===== src/rtl/boot_sel_pkg.sv =====
package boot_sel_pkg;

  localparam logic [2:0] DEV_NONE  = 3'd0;
  localparam logic [2:0] DEV_SD    = 3'd1;
  localparam logic [2:0] DEV_NAND  = 3'd2;
  localparam logic [2:0] DEV_NOR   = 3'd3;
  localparam logic [2:0] DEV_USB   = 3'd4;
  localparam logic [2:0] DEV_UART1 = 3'd5;
  localparam logic [2:0] DEV_UART2 = 3'd6;

  localparam logic [1:0] MODE_FUSE     = 2'd0;
  localparam logic [1:0] MODE_SERIAL   = 2'd1;
  localparam logic [1:0] MODE_INTERNAL = 2'd2;
  localparam logic [1:0] MODE_RSVD     = 2'd3;

  typedef enum logic [1:0] {ACT_LOAD, ACT_SERIAL, ACT_FAIL} act_e;

  // Effective mode: forced internal wins, reserved folds into serial.
  function automatic logic [1:0] eff_mode(logic [1:0] pins, logic force_int);
    if (force_int) return MODE_INTERNAL;
    if (pins == MODE_RSVD) return MODE_SERIAL;
    return pins;
  endfunction

  function automatic act_e serial_or_fail(logic sdp_off);
    return sdp_off ? ACT_FAIL : ACT_SERIAL;
  endfunction

  // Image acceptance under the security mode.
  function automatic logic image_accept(logic ok, logic auth, logic [1:0] sec);
    return ok && (auth || sec == 2'b01);
  endfunction

endpackage


===== src/rtl/boot_mode_decode.sv =====
module boot_mode_decode
  import boot_sel_pkg::*;
#(
  parameter int CFG_W = 24,
  parameter int PRI_LSB = 0
) (
  input  logic [1:0]       pins,
  input  logic             force_int,
  input  logic             cfg_from_fuse,
  input  logic             mfg_off,
  input  logic             card_n,
  input  logic             sdp_off,
  input  logic [CFG_W-1:0] fuse_cfg,
  input  logic [CFG_W-1:0] strap_cfg,
  output act_e             act,
  output logic [2:0]       first_dev,
  output logic [CFG_W-1:0] cfg,
  output logic             sd_path,
  output logic             rsvd
);
  logic [1:0] mode;

  assign mode = eff_mode(pins, force_int);
  assign cfg  = (mode == MODE_INTERNAL && !cfg_from_fuse) ? strap_cfg : fuse_cfg;
  assign rsvd = !force_int && (pins == MODE_RSVD);

  always_comb begin
    sd_path   = 1'b0;
    first_dev = DEV_NONE;
    act       = serial_or_fail(sdp_off);
    if (mode == MODE_SERIAL) begin
      act = serial_or_fail(sdp_off);
    end else if (mode == MODE_FUSE && !mfg_off) begin
      sd_path = 1'b1;
      if (!card_n) begin
        act       = ACT_LOAD;
        first_dev = DEV_SD;
      end
    end else begin
      first_dev = cfg[PRI_LSB +: 3];
      if (first_dev != DEV_NONE) act = ACT_LOAD;
    end
  end
endmodule


===== src/rtl/boot_attempt_timer.sv =====
module boot_attempt_timer #(
  parameter int TMO_W = 16
) (
  input  logic             clk,
  input  logic             rst_n,
  input  logic             run,
  input  logic [TMO_W-1:0] limit,
  output logic             expired
);
  logic [TMO_W-1:0] cnt;

  always_ff @(posedge clk or negedge rst_n) begin
    if (!rst_n)   cnt <= '0;
    else if (!run) cnt <= '0;
    else          cnt <= cnt + 1'b1;
  end

  assign expired = run && (({1'b0, cnt} + 1'b1) >= {1'b0, limit});
endmodule


===== src/rtl/boot_serial_pick.sv =====
module boot_serial_pick
  import boot_sel_pkg::*;
#(
  parameter int N_LINK = 3
) (
  input  logic [N_LINK-1:0] link,
  input  logic              uart_off,
  output logic              valid,
  output logic [2:0]        dev
);
  logic [N_LINK-1:0] allowed;

  // Link 0 is USB; every higher link is a UART that the mask can remove.
  for (genvar g = 0; g < N_LINK; g++) begin : g_mask
    if (g == 0) begin : g_usb
      assign allowed[g] = link[g];
    end else begin : g_uart
      assign allowed[g] = link[g] && !uart_off;
    end
  end

  always_comb begin
    valid = 1'b0;
    dev   = DEV_NONE;
    for (int i = N_LINK - 1; i >= 0; i--) begin
      if (allowed[i]) begin
        valid = 1'b1;
        dev   = DEV_USB + 3'(i);
      end
    end
  end
endmodule


===== src/rtl/boot_sel_ctrl.sv =====
module boot_sel_ctrl
  import boot_sel_pkg::*;
#(
  parameter int CFG_W = 24,
  parameter int TMO_W = 16
) (
  input  logic             clk,
  input  logic             rst_n,
  input  logic [1:0]       boot_pins,
  input  logic             fuse_force_int,
  input  logic             fuse_cfg_from_fuse,
  input  logic             fuse_mfg_off,
  input  logic             fuse_sdp_off,
  input  logic             fuse_uart_dl_off,
  input  logic [1:0]       fuse_sec_mode,
  input  logic [CFG_W-1:0] fuse_cfg,
  input  logic [CFG_W-1:0] strap_cfg,
  input  logic             card_det_n,
  input  logic [TMO_W-1:0] tmo_limit,
  input  logic             ld_done,
  input  logic             ld_ok,
  input  logic             ld_auth_ok,
  input  logic [2:0]       ser_link,
  output logic             load_req,
  output logic [2:0]       sel_dev,
  output logic [CFG_W-1:0] cfg_word,
  output logic             polling,
  output logic             jump,
  output logic             boot_done,
  output logic             mode_err,
  output logic             boot_fail
);
  localparam int PRI_LSB = 0;
  localparam int SEC_LSB = 3;
  localparam int N_LINK  = 3;

  typedef enum logic [2:0] {
    S_DECIDE, S_REQ, S_WAIT, S_SERIAL, S_JUMP, S_DONE, S_FAIL
  } state_e;

  state_e           st;
  logic [2:0]       sel_q;
  logic [CFG_W-1:0] cfg_q;
  logic             err_q, slot_q, sd_q;

  act_e             dec_act;
  logic [2:0]       dec_dev;
  logic [CFG_W-1:0] dec_cfg;
  logic             dec_sd, dec_rsvd;
  logic             tmo_exp;
  logic             pick_valid;
  logic [2:0]       pick_dev;
  logic [2:0]       sec_dev;

  // Named internal events, observed by the checker.
  logic decided, in_wait, ev_done_ok, ev_attempt_fail, ev_ser_grant;

  boot_mode_decode #(.CFG_W(CFG_W), .PRI_LSB(PRI_LSB)) u_dec (
    .pins(boot_pins), .force_int(fuse_force_int), .cfg_from_fuse(fuse_cfg_from_fuse),
    .mfg_off(fuse_mfg_off), .card_n(card_det_n), .sdp_off(fuse_sdp_off),
    .fuse_cfg(fuse_cfg), .strap_cfg(strap_cfg),
    .act(dec_act), .first_dev(dec_dev), .cfg(dec_cfg), .sd_path(dec_sd), .rsvd(dec_rsvd)
  );

  boot_attempt_timer #(.TMO_W(TMO_W)) u_tmr (
    .clk(clk), .rst_n(rst_n), .run(in_wait), .limit(tmo_limit), .expired(tmo_exp)
  );

  boot_serial_pick #(.N_LINK(N_LINK)) u_pick (
    .link(ser_link), .uart_off(fuse_uart_dl_off), .valid(pick_valid), .dev(pick_dev)
  );

  assign sec_dev         = cfg_q[SEC_LSB +: 3];
  assign decided         = (st != S_DECIDE);
  assign in_wait         = (st == S_WAIT);
  assign ev_done_ok      = in_wait && ld_done && image_accept(ld_ok, ld_auth_ok, fuse_sec_mode);
  assign ev_attempt_fail = in_wait && (ld_done ? !image_accept(ld_ok, ld_auth_ok, fuse_sec_mode)
                                               : tmo_exp);
  assign ev_ser_grant    = (st == S_SERIAL) && pick_valid;

  always_ff @(posedge clk or negedge rst_n) begin
    if (!rst_n) begin
      st     <= S_DECIDE;
      sel_q  <= DEV_NONE;
      cfg_q  <= '0;
      err_q  <= 1'b0;
      slot_q <= 1'b0;
      sd_q   <= 1'b0;
    end else begin
      case (st)
        S_DECIDE: begin
          cfg_q  <= dec_cfg;
          err_q  <= dec_rsvd;
          sd_q   <= dec_sd;
          slot_q <= 1'b0;
          case (dec_act)
            ACT_LOAD:   begin st <= S_REQ; sel_q <= dec_dev; end
            ACT_SERIAL: st <= S_SERIAL;
            default:    st <= S_FAIL;
          endcase
        end
        S_REQ: st <= S_WAIT;
        S_WAIT: begin
          if (ev_done_ok) begin
            st <= S_JUMP;
          end else if (ev_attempt_fail) begin
            if (!slot_q && !sd_q && sec_dev != DEV_NONE) begin
              st     <= S_REQ;
              slot_q <= 1'b1;
              sel_q  <= sec_dev;
            end else begin
              st    <= (serial_or_fail(fuse_sdp_off) == ACT_FAIL) ? S_FAIL : S_SERIAL;
              sel_q <= DEV_NONE;
            end
          end
        end
        S_SERIAL: begin
          if (ev_ser_grant) begin
            st    <= S_JUMP;
            sel_q <= pick_dev;
          end
        end
        S_JUMP:  st <= S_DONE;
        default: st <= st;
      endcase
    end
  end

  assign load_req  = (st == S_REQ);
  assign sel_dev   = sel_q;
  assign cfg_word  = cfg_q;
  assign polling   = (st == S_SERIAL);
  assign jump      = (st == S_JUMP);
  assign boot_done = (st == S_DONE);
  assign mode_err  = err_q;
  assign boot_fail = (st == S_FAIL);
endmodule


===== config.mk =====
export PLATFORM = sky130hd
export DESIGN_NAME = boot_sel_ctrl
export DESIGN_NICKNAME = d
export VERILOG_FILES = /design/src/rtl/boot_sel_pkg.sv /design/src/rtl/boot_mode_decode.sv /design/src/rtl/boot_attempt_timer.sv /design/src/rtl/boot_serial_pick.sv /design/src/rtl/boot_sel_ctrl.sv
export SDC_FILE = /design/constraint.sdc
export NUM_CORES = 1
export LEC_CHECK = 0
export BUFFER_PORTS_ARGS = -buffer_cell sky130_fd_sc_hd__clkbuf_2
export CELL_PAD_IN_SITES_DETAIL_PLACEMENT = 1
export CELL_PAD_IN_SITES_GLOBAL_PLACEMENT = 1
export CORE_UTILIZATION = 39
export DETAILED_ROUTE_END_ITERATION = 6
export GPL_TIMING_DRIVEN = 0
export PLACE_DENSITY_LB_ADDON = 0.1
export SLEW_MARGIN = 25
export SYNTH_ARGS = -nofsm -noshare
export SYNTH_HDL_FRONTEND = slang
export SYNTH_SLANG_ARGS = --single-unit

===== constraint.sdc =====
create_clock -name clk -period 8.95 [get_ports clk]
set_clock_uncertainty 0.2 [all_clocks]
set_input_delay 0.895 -clock clk [delete_from_list [all_inputs] [get_ports clk]]
set_output_delay 0.895 -clock clk [all_outputs]
set_load 0.05 [all_outputs]

Yosys cells after proc, flatten, opt, wreduce, memory -nomap -nowiden
Cells that the tools add are included.
- add/sub/neg operators: 2
- magnitude comparators: 1
- eq/ne operators: 18
- mux-type cells: 43
- reduce and logical (&&, ||, !) cells: 32
- operators with widths (operator ; count):
    3-bit two-way mux ; 15
    24-bit two-way mux ; 1
    2-bit two-way mux ; 9
    16-bit by 1-bit adder with 17-bit output (second input constant) ; 1
    17-bit by 16-bit greater-or-equal comparator with 1-bit output ; 1
    16-bit by 1-bit adder with 16-bit output (second input constant) ; 1
    16-bit two-way mux ; 1
    3-bit one-hot mux with 5 select lines ; 1
    1-bit logical AND ; 13
    1-bit two-way mux ; 13
    3-bit == test (second input constant) ; 3
    3-bit one-hot mux with 3 select lines ; 1
    3-bit nonzero test ; 3
    2-bit by 1-bit != test with 1-bit output (second input constant) ; 4
    1-bit zero test ; 7
    2-bit by 1-bit == test with 1-bit output (second input constant) ; 3
    2-bit == test (second input constant) ; 3
    3-bit by 2-bit == test with 1-bit output (second input constant) ; 2
    3-bit one-hot mux with 2 select lines ; 1
    5-bit AND reduction ; 1
    5-bit nonzero test ; 1
    2-bit zero test ; 2
    4-bit AND reduction ; 1
    3-bit by 1-bit == test with 1-bit output (second input constant) ; 1
    7 further kinds ; 7
- bits in registers: 49
- output and inout port bits: 33
- logic and storage cells: 103

Depth between registers and ports, before layout
- word-level depth: 15
- mapped depth: 13
- depth with buffers taken out: 12

Hierarchy
A second synthesis with hierarchy kept.
- cell total of the unflattened synthesis: 304
- area, all modules: 3294.4 um^2
- by module, submodules not included (module ; instances ; cells each ; area an instance (um^2) ; sequential area each (um^2)):
    boot_sel_ctrl ; 1 ; 123 ; 1532.7 ; 825.8
    boot_attempt_timer ; 1 ; 130 ; 1223.7 ; 400.4
    boot_mode_decode ; 1 ; 46 ; 496.7 ; 0.0
    boot_serial_pick ; 1 ; 5 ; 41.3 ; 0.0

Least setup slack after synthesis
OpenSTA, ideal clock, no wires.
- path kind: register to register
- start point: reg u_tmr.cnt[0]
- end point: reg sel_q[0], in the netlist sel_dev[0]
- library setup time: 0.128 ns
- arrival: 3.188 ns
- data required time: 8.622 ns
- setup slack: 5.435 ns
- stages on the path, launching flop included: 13
- buffers on the path: 1
- path through: dfrtp_1 ha_1 and3_1 clkbuf_1 nand3_1 xnor2_1 ha_1 nand3_1 or3_4 or4_2 o2111ai_4 nand3b_2 mux2_1
- cells in the longest elaborated chain, start to end: 7
- ends and longest elaborated chain (item ; RTL line ; source):
    from (decl) ; boot_attempt_timer.sv:10 ; logic [TMO_W-1:0] cnt;
    from (signal assigned) ; boot_attempt_timer.sv:15 ; else cnt <= cnt + 1'b1;
    16-bit by 1-bit adder with 17-bit output ; boot_attempt_timer.sv:18 ; assign expired = run && (({1'b0, cnt} + 1'b1) >= {1'b0, limit});
    17-bit by 16-bit greater-or-equal comparator with 1-bit output ; boot_attempt_timer.sv:18 ;
    1-bit logical AND ; boot_attempt_timer.sv:18 ;
    1-bit two-way mux ; boot_sel_ctrl.sv:77 ; assign ev_attempt_fail = in_wait && (ld_done ? !image_accept(ld_ok, ld_auth_ok, fuse_sec_mode)
    1-bit logical AND ; boot_sel_ctrl.sv:77 ;
    2-bit by 1-bit != test with 1-bit output (no source line) ; - ;
    5-bit AND reduction (no source line) ; - ;
    to (signal assigned) ; boot_sel_ctrl.sv:110 ; sel_q <= sec_dev;
    to (signal assigned) ; boot_sel_ctrl.sv:120 ; sel_q <= pick_dev;
    to (decl) ; boot_sel_ctrl.sv:42 ; logic [2:0] sel_q;
Every way passes these cells.
A chain may end at the register's enable or synchronous reset.

Worst setup path after layout
- start point: reg u_tmr.cnt[0]
- end point: reg sel_q[1], in the netlist sel_dev[1]
Same word-level chain as after synthesis.

==> results.md <==
* CP cell instances: ha_1 > and3_1 > clkbuf_1 > nand3_1 > xnor2_1 > ha_1 > nand3_1 > or3_4 > or4_2 > o2111ai_4 > nand3b_2 > mux2_1
* Clk pin slew, worst setup/hold paths at 0.10 ns
* Delay-heaviest family, CP: simple AND/OR/NAND/NOR gates
* Max-slew violations at 0
* Post-synthesis sequential area ratio at 40.4%
* Final min period at 3.91 ns
* Critical path's slowest cell: or4_2
* # hold bufs at CTS at 0
* YS warnings at 0
* Largest net degree at the start of global routing at 50
* Startpoint types: flop
* Worst reg2reg path startpoint: u_tmr.cnt[0]$_DFF_PN0_
* Syn Area/Cell at 9.49 um2
* EDFF count, synth at 0
* Critical path class: flop to flop
* Status: finished clean
* DRT antenna net count at 0
* Worst EP arrival at 3.92 ns
* Root Buffer: clkbuf_8
* WL/cell at 16.1 um
* Number of I/O port buffers at 114
* Mapped Nets at 419
* TritonCTS clock tree: done
* Critical Path RT at 8.95 ns
* Clock tree buffer depth at 2
* Commonest non-fill, non-tap cell in the layout: clkbuf_2
* First-pass GRT wire length at 14.4 mm
* Switching power at 0.445 mW
* Die Footprint at 8140 um2
* Pleak at 1.99 nW
* Switching share of power at 46.7%
* Post CTS Setup Buffer Count at 0
* Critical Path End: sel_dev[1]$_DFFE_PN0P_
* # fillers at 907
* Routed vias/inst at 5.25
* Share of flip-flops with an asynchronous set or reset at 100%
* Max cap viols at 0
* Starting Density at 41.2%
* Main flop type after synthesis: dfrtp_1
* Unrepaired setup endpoints after global routing: no
* Final-report setup violation count at 0
* Internal power at 0.507 mW
* HP Class: flop to flop
* Worst R2R End: sel_dev[1]$_DFFE_PN0P_
* Non-Filler Instances at 541
* # resized after CTS at 0
* Synthesized cell area at 3040 um2
* Final Cycle Share at 43.7%
* Clock Power Share at 20.5%
* Placed cell count at 533
* Critical path fanouts, max at 6
* Detailed Routing Iterations Pass 1 at 4
* Share of layout cells above drive strength 1 at 31.4%
* Final Hold Viols at 0
* Logic pwr share at 45.3%
* R2R depth at 12
* Worst path buffer plus inverter count at 1
* H-tree levels at 2
* Ports at 115
* Overall global routing resource usage at 22.4%
* Detailed Route Iter0 Violations at 75
* CP peak stage delay at 0.70 ns
* Worst rel slew slack at 44.0%
* Critical path capture point type: flop
* FP Rows at 31
* Worst-Skew Late Latency at 0.31 ns
* Worst-margin pin slew at 0.834 ns
* Peak VDD IR at 0.000140 V
* Cell variety after synth at 53
* Initial antenna violation count at 0
* Max Fclk at 0.256 GHz
* Vias in the first global route at 2,968
* Footprint of the multi-input gates at 1630 um2
* Setup_tns at 0 ns
* Post-DP HPWL at 6.80 mm
* Vias at 2,840
* Share of power burned in registers at 34.2%
* FF-to-FF setup slack at 5.04 ns
* Global placer's final weighted congestion at 0.811
* CTS buffer count at 5
* DRC Markers at 0
* Nets@finish at 540
* FF/Latch Area at 1230 um2
* Total grt overflow at 0
* Critical Path Stages at 12
* Clock sinks at 49
* DIE HEIGHT at 90.2 um
* Post-Syn Instances at 320
* Yosys reg bits at 49
* Critical Path Start: u_tmr.cnt[0]$_DFF_PN0_
* Final wirelength at 8.71 mm
* Die width at 90.2 um
* Most frequent cells in the layout: 113 x clkbuf_2, 49 x dfrtp_1, 40 x nor2_1, 35 x a21oi_1, 26 x inv_1
* Core Region at 7370 um2
* Power Dens Cells at 246 nW/um2
* Area grow syn2layout at 27.5%
* Worst Hold Path Cells at 1
* Ant diodes at 0
worst min path at each step:
stage | startpoint | end
final | sel_dev[0]$_DFFE_PN0P_ | sel_dev[0]$_DFFE_PN0P_
after global routing | sel_dev[0]$_DFFE_PN0P_ | sel_dev[0]$_DFFE_PN0P_
after CTS | sel_dev[0]$_DFFE_PN0P_ | sel_dev[0]$_DFFE_PN0P_
after detailed placement | sel_dev[0]$_DFFE_PN0P_ | sel_dev[0]$_DFFE_PN0P_
after global placement | sel_dev[1]$_DFFE_PN0P_ | sel_dev[1]$_DFFE_PN0P_
after floorplan | slot_q$_DFFE_PN0P_ | slot_q$_DFFE_PN0P_
per-stage QoR:
step,setup WS [ns],hold WS [ns],cell area (um2),utilization [%],power (mW)
after CTS,4.99,0.313,3870,52.5,0.961
after detailed placement,5.03,0.288,3730,50.6,0.763
after global placement,5.03,0.281,3730,50.6,0.752
after floorplan,5.43,0.279,3040,-,0.639
after global routing,4.83,0.338,3870,52.5,1.00
final,5.04,0.308,3870,52.5,0.952
Yosys cell counts, types with 5 or more instances:
cell type | count | area share, %
xnor2_1 | 11 | 3.2
and3_1 | 5 | 1.0
nand2_1 | 6 | 0.74
o21ai_0 | 6 | 0.99
a21oi_1 | 35 | 5.8
dfrtp_1 | 49 | 40
nor2b_1 | 18 | 3.7
ha_1 | 17 | 7.0
nand3_1 | 8 | 1.3
nand4_1 | 7 | 1.4
clkbuf_1 | 10 | 1.2
nor2_1 | 40 | 4.9
mux2i_1 | 25 | 8.2
nor3_1 | 7 | 1.2
inv_1 | 26 | 3.2
metal layers:
| layer | GRT usage [%] | vias up | part of all wire (%) |
|---|---|---|---|
| li1 | - | 1362 | - |
| met1 | 27.2 | 1396 | 42 |
| met2 | 40.6 | 74 | 52 |
| met3 | 3.89 | 8 | 4.0 |
| met4 | 6.45 | 0 | 1.5 |
| met5 | 0 | - | 0 |
area by class of cell:
cell class	instances	area share, %
clock buffers	5	1.78
plain buffers	14	2.04
clock inverters	3	1.78
well taps	99	3.20
multi-input cells	231	42.2
inverters	26	2.52
flip-flops and latches	49	31.7
repair buffers	114	14.8
power by group through the flow:
stage	registers, mW	clock network, mW	logic (mW)
6_report	0.326	0.195	0.431
4_1_cts	0.326	0.200	0.435
5_1_grt	0.335	0.208	0.457
3_5_place_dp	0.329	0	0.434
2_1_floorplan	0.517	0	0.122
3_3_place_gp	0.327	0	0.425
state kept, by name, indices dropped and copies added (netlist names):
name,flops
st,3
u_tmr.cnt,16
slot_q,1
sd_q,1
mode_err,1
sel_dev,3
cfg_word,24
kinds of logic after synthesis:
group,after synthesis,synth area share (%)
AND/OR/NAND/NOR,106,19.0
AO/OA/AOI/OAI,66,14.4
buffers and inverters,40,5.81
XOR/XNOR,14,4.04
adder cells (fa/ha/maj),17,7.01
flip-flops,49,40.4
multiplexers,28,9.36
Note: power is estimated with default switching activity, not from simulation.
